--- config.mk ---
export PLATFORM = sky130hd
export DESIGN_NAME = macc_core
export DESIGN_NICKNAME = d
export VERILOG_FILES = /design/src/rtl/macc_pkg.sv /design/src/rtl/macc_mult.sv /design/src/rtl/macc_acc.sv /design/src/rtl/macc_rsp.sv /design/src/rtl/macc_core.sv
export SDC_FILE = /design/constraint.sdc
export NUM_CORES = 2
export LEC_CHECK = 0
export BUFFER_PORTS_ARGS = -buffer_cell sky130_fd_sc_hd__buf_2
export CAP_MARGIN = 40
export CORE_UTILIZATION = 35
export DETAILED_ROUTE_END_ITERATION = 12
export GPL_ROUTABILITY_DRIVEN = 0
export REMOVE_ABC_BUFFERS = 1
export SLEW_MARGIN = 20
export SYNTH_ARGS = -nofsm -noshare
export SYNTH_HDL_FRONTEND = slang
export SYNTH_SLANG_ARGS = --single-unit
export TNS_END_PERCENT = 10
--- constraint.sdc ---
create_clock -name clk -period 12.5 [get_ports clk]
set_input_delay 0.625 -clock clk [delete_from_list [all_inputs] [get_ports clk]]
set_output_delay 0.625 -clock clk [all_outputs]
set_load 0.01 [all_outputs]
--- src/rtl/macc_pkg.sv ---
package macc_pkg;
  typedef enum logic [1:0] {
    OP_MADD  = 2'd0,
    OP_MSUB  = 2'd1,
    OP_RDCLR = 2'd2,
    OP_RSVD  = 2'd3
  } macc_op_e;
endpackage

--- src/rtl/macc_mult.sv ---
module macc_mult #(
  parameter int DW = 32
) (
  input  logic [DW-1:0]   op_a,
  input  logic [DW-1:0]   op_b,
  output logic [2*DW-1:0] prod_ext
);
  localparam int AW = 2 * DW;

  // The low word of a product is identical for signed and unsigned operands.
  logic [DW-1:0] prod_word;
  assign prod_word = op_a * op_b;
  assign prod_ext  = {{(AW-DW){prod_word[DW-1]}}, prod_word};
endmodule

--- src/rtl/macc_acc.sv ---
module macc_acc import macc_pkg::*; #(
  parameter int DW = 32
) (
  input  logic            clk,
  input  logic            rst,
  input  logic            cmd_valid,
  input  macc_op_e        cmd_op,
  input  logic [2*DW-1:0] prod_ext,
  input  logic            wr_hi_en,
  input  logic            wr_lo_en,
  input  logic [DW-1:0]   wr_data,
  output logic [DW-1:0]   acc_hi,
  output logic [DW-1:0]   acc_lo
);
  localparam int AW = 2 * DW;

  logic          cmd_active;
  logic [AW-1:0] acc_now;
  logic [AW-1:0] acc_next;

  assign cmd_active = cmd_valid && (cmd_op != OP_RSVD);
  assign acc_now    = {acc_hi, acc_lo};

  always_comb begin
    acc_next = acc_now;
    if (cmd_active) begin
      case (cmd_op)
        OP_MADD:  acc_next = acc_now + prod_ext;
        OP_MSUB:  acc_next = acc_now - prod_ext;
        default:  acc_next = '0;
      endcase
    end else begin
      if (wr_hi_en) acc_next[AW-1:DW] = wr_data;
      if (wr_lo_en) acc_next[DW-1:0]  = wr_data;
    end
  end

  always_ff @(posedge clk) begin
    if (rst) begin
      acc_hi <= '0;
      acc_lo <= '0;
    end else begin
      acc_hi <= acc_next[AW-1:DW];
      acc_lo <= acc_next[DW-1:0];
    end
  end

  assert_madd_R2: assert property (@(posedge clk) disable iff (rst)
    (cmd_valid && cmd_op == OP_MADD) |=>
      ({acc_hi, acc_lo} == $past({acc_hi, acc_lo}) + $past(prod_ext)));

  assert_msub_R3: assert property (@(posedge clk) disable iff (rst)
    (cmd_valid && cmd_op == OP_MSUB) |=>
      ({acc_hi, acc_lo} == $past({acc_hi, acc_lo}) - $past(prod_ext)));

  assert_clear_R4: assert property (@(posedge clk) disable iff (rst)
    (cmd_valid && cmd_op == OP_RDCLR) |=> (acc_hi == '0 && acc_lo == '0));

  assert_write_lo_R6: assert property (@(posedge clk) disable iff (rst)
    (!cmd_active && wr_lo_en) |=> (acc_lo == $past(wr_data)));

  assert_write_hi_R6: assert property (@(posedge clk) disable iff (rst)
    (!cmd_active && wr_hi_en) |=> (acc_hi == $past(wr_data)));

  assert_idle_hold_R8: assert property (@(posedge clk) disable iff (rst)
    (!cmd_active && !wr_hi_en && !wr_lo_en) |=> ($stable(acc_hi) && $stable(acc_lo)));

  assert_reset_R9: assert property (@(posedge clk)
    rst |=> (acc_hi == '0 && acc_lo == '0));
endmodule

--- src/rtl/macc_rsp.sv ---
module macc_rsp import macc_pkg::*; #(
  parameter int DW = 32
) (
  input  logic          clk,
  input  logic          rst,
  input  logic          cmd_valid,
  input  macc_op_e      cmd_op,
  input  logic [DW-1:0] acc_lo,
  output logic          rsp_valid,
  output logic [DW-1:0] rsp_data
);
  logic take;
  assign take = cmd_valid && (cmd_op == OP_RDCLR);

  always_ff @(posedge clk) begin
    if (rst) begin
      rsp_valid <= 1'b0;
      rsp_data  <= '0;
    end else begin
      rsp_valid <= take;
      if (take) rsp_data <= acc_lo;
    end
  end

  assert_rsp_reset_R9: assert property (@(posedge clk) rst |=> !rsp_valid);
endmodule

--- src/rtl/macc_core.sv ---
module macc_core import macc_pkg::*; #(
  parameter int DW = 32
) (
  input  logic          clk,
  input  logic          rst,
  input  logic          cmd_valid,
  input  logic [1:0]    cmd_op,
  input  logic [DW-1:0] cmd_a,
  input  logic [DW-1:0] cmd_b,
  input  logic          wr_hi_en,
  input  logic          wr_lo_en,
  input  logic [DW-1:0] wr_data,
  output logic [DW-1:0] acc_hi,
  output logic [DW-1:0] acc_lo,
  output logic          rsp_valid,
  output logic [DW-1:0] rsp_data
);
  localparam int AW = 2 * DW;

  macc_op_e      op;
  logic [AW-1:0] prod_ext;

  assign op = macc_op_e'(cmd_op);

  macc_mult #(.DW(DW)) u_mult (
    .op_a     (cmd_a),
    .op_b     (cmd_b),
    .prod_ext (prod_ext)
  );

  macc_acc #(.DW(DW)) u_acc (
    .clk       (clk),
    .rst       (rst),
    .cmd_valid (cmd_valid),
    .cmd_op    (op),
    .prod_ext  (prod_ext),
    .wr_hi_en  (wr_hi_en),
    .wr_lo_en  (wr_lo_en),
    .wr_data   (wr_data),
    .acc_hi    (acc_hi),
    .acc_lo    (acc_lo)
  );

  macc_rsp #(.DW(DW)) u_rsp (
    .clk       (clk),
    .rst       (rst),
    .cmd_valid (cmd_valid),
    .cmd_op    (op),
    .acc_lo    (acc_lo),
    .rsp_valid (rsp_valid),
    .rsp_data  (rsp_data)
  );

  assert_rdclr_rsp_R4: assert property (@(posedge clk) disable iff (rst)
    (cmd_valid && op == OP_RDCLR) |=> (rsp_valid && rsp_data == $past(acc_lo)));

  assert_rsp_quiet_R11: assert property (@(posedge clk) disable iff (rst)
    !(cmd_valid && op == OP_RDCLR) |=> !rsp_valid);

  assert_cmd_beats_write_R7: assert property (@(posedge clk) disable iff (rst)
    (cmd_valid && op == OP_RDCLR && (wr_hi_en || wr_lo_en)) |=>
      (acc_hi == '0 && acc_lo == '0));
endmodule

==> out/qor.yml <==
outcome: "complete, but fails checks"
violations: "design-rule violations"
grt_start_max_net_pins: 51
port_buffers: 199
rsz0062_at_grt: "false"
drt_first_pass_iters: 9
wl_um: 70000
wl_per_cell_um: 18.0
cp_num_buf_inv: 5
synth_area_leaders: "fa_1 (34%), ha_1 (9.7%), dfxtp_1 (8.0%), and2_1 (7.4%), inv_1 (6.8%)"
cp_slowest_stage_delay_ns: 0.52
initial_core_util_pct: 35.3
hpwl_um: 57200
drtIter0Drc: 1260
whs_endpoint: "u_rsp.rsp_data[3]"
tightestPinTransition_ns: 0.816
die_area_sq_um: 70200
cts_sinks: 97
dieWidth_um: 265
slew_violations: 0
crit_arrival_ns: 11.90
htreeDepth: 3
min-delay-start: "u_rsp.rsp_data[3]"
clk_transition_reported_paths_ns: 0.08
gr-total-overflow: 0
numCtsBuffers: 9
cap_violations: 0
grt.total_usage_pct: 20.0
slew-limit-headroom_pct: 45.5
yosys.area.top_type: "fa_1"
crit_required_ns: 12.79
dp_slack_ns: 0.497
viasPerCell: 5.15
regToRegStartpoint: "u_acc.acc_lo[0]"
syn_area_per_cell_sq_um: 8.28
nFillCells: 7189
finalHoldViolCount: 0
synth_edf_count: 0
hold_class: "reg -> reg"
root_buffer: "clkbuf_16"
crit_fanout: 26
synth_top_area_share_pct: 33.9
worst_setup_path_start_kind: "primary input"
crit_path_start: "cmd_b[6]"
r2r-end: "u_acc.acc_hi[16]"
fin_tns_setup_ns: 0
die_y_um: 265
reg2reg_depth: 15
regToRegSetupSlack_ns: 8.25
yosys_warnings: 0
fin_skew_ns: 0.00909
clk-insertion-delay-late_ns: 0.37
crit_slowest_cell: "fa_1"
synth_cells: 2921
antenna_found_initial: 0
clock_path_buffers: 2
ys_seq_area_share_pct: 8.03
via_count: 20000
fp.coreArea_sq_um: 68500
drtAntennaViolNets: 0
areaGrowthSynthToFinish_pct: 8.09
setup_ws_ns: 0.889
layout-drive-gt1-share_pct: 9.62
setup_viol: 0
synth_cell_types: 88
timing.hold.ws_ns: 0.451
yosys_register_bits: 97
diodes: 0
crit_family: "adder cells"
max_freq_mhz: 86.1
grt_pass1_wl_um: 111000
tritoncts: "done"
min_path_cells: 2
async_flop_share_pct: 0
end_kind: "register"
first_global_vias: 19900
synth_area_sq_um: 24200
synth-main-ff-cell: "dfxtp_1"
fin_nets: 3689
path_common_cell: "fa_1"
row_count: 96
post-route-period-util_pct: 92.9
pin_count: 200
period_minus_slack_ns: 11.61
critPathKind: "in -> reg"
drc: 2
[area by class of cell]
| type | instances | area, sq um | area share (%) |
|---|---|---|---|
| multi-input combinational | 2222 | 20000 | 76.4 |
| sequential | 97 | 1940 | 7.43 |
| clock buffer | 9 | 225 | 0.861 |
| tap | 882 | 1100 | 4.22 |
| timing repair buffer | 220 | 1170 | 4.47 |
| clock inverter | 7 | 73.8 | 0.282 |
| inverter | 439 | 1650 | 6.30 |
[worst register-to-register path, stage by stage, from the launching register on]
cell	delay, ns
dfxtp_1	0.34
inv_1	0.06
ha_1	0.19
fa_1	0.23
nor2b_1	0.06
o21a_1	0.18
o21ai_1	0.27
a21oi_1	0.17
o21ai_0	0.36
nor3b_1	0.50
o31ai_1	0.29
a211o_1	0.45
o21ai_1	0.48
o21ai_0	0.24
xnor2_1	0.18
o22ai_1	0.09
[stage by stage]
step | instance area [sq um] | util (%) | cells
final | 26100 | 38.2 | 3876
after detailed placement | 25800 | 37.7 | 3860
after CTS | 26100 | 38.2 | 3876
after floorplan | 23600 | - | 2758
after global routing | 26100 | 38.2 | 3876
after global placement | 25800 | 37.7 | 3859
[logic make-up (layout without fill, tap and decap cells)]
| logic type | Yosys count | in the layout | share of synthesized area [%] |
|---|---|---|---|
| AND/OR/NAND/NOR | 949 | 949 | 19.4 |
| buffers and inverters | 602 | 675 | 9.43 |
| adder cells (fa/ha/maj) | 597 | 597 | 43.6 |
| AO/OA/AOI/OAI | 487 | 487 | 12.6 |
| XOR/XNOR | 169 | 169 | 6.12 |
| flip-flops | 97 | 97 | 8.03 |
| multiplexers | 20 | 20 | 0.833 |
[sequential cells by signal, summed over array words and instances (netlist names)]
| register | cells |
|---|---|
| u_rsp.rsp_data | 32 |
| u_acc.acc_lo | 32 |
| u_acc.acc_hi | 32 |
| u_rsp.rsp_valid | 1 |
[timing repair]
action / CTS / global route
gates resized for setup: 0 / 2
hold buffers: 0 / 0
buffers inserted: 0 / 0
endpoints found under the setup margin: 0 / 4
[cell usage after synthesis (all sizes together), types with 26 or more instances]
cell	n
ha	188
o21ai	81
clkbuf	154
dfxtp	97
a21oi	210
xnor2	117
nor2	115
xor2	52
o22ai	26
and2	288
inv	438
nand2	395
nor3	38
a21o	52
fa	409
[how the worst max path moves through the flow]
| stage | to | slack (ns) | depth (start not counted) |
|---|---|---|---|
| global route | u_acc.acc_hi[23] | 0.11 | 42 |
| global placement | u_acc.acc_hi[23] | 0.70 | 41 |
| detailed placement | u_acc.acc_hi[23] | 0.50 | 41 |
| floorplan | u_acc.acc_hi[23] | 1.58 | 36 |
| finish | u_acc.acc_hi[23] | 0.89 | 41 |
| CTS | u_acc.acc_hi[23] | 0.85 | 41 |
[layer usage]
| metal | GRT usage, % | wire length [um] | share of wire [%] |
|---|---|---|---|
| met2 | 33.8 | 34000 | 49 |
| met1 | 27.6 | 31500 | 45 |
| met4 | 5.26 | 1840 | 2.6 |
| met3 | 1.51 | 2640 | 3.8 |
| met5 | 0 | 0 | 0 |
[cell usage in the layout, fill, tap and decap left out, types with 6 or more instances in the layout]
master / n
a211oi_1: 20
nor2_1: 111
buf_2: 198
mux2i_1: 19
nor2b_1: 20
inv_1: 438
fa_1: 409
xor2_1: 52
o211ai_1: 9
a21oi_1: 198
dfxtp_1: 97
a21o_1: 50
xnor2_1: 117
a31oi_1: 19
ha_1: 188
o21a_1: 12
o22ai_1: 26
and2_1: 286
or3_1: 6
nor3_1: 38
buf_4: 20
and3_1: 7
a21oi_2: 12
o21ai_0: 77
nand3_1: 22
nand4_1: 13
clkbuf_16: 9
nand2b_1: 15
nand2_1: 393
Power is left out: the tool's default activity adds up to more than one toggle a clock period on the data nets, which glitch-free logic cannot reach.
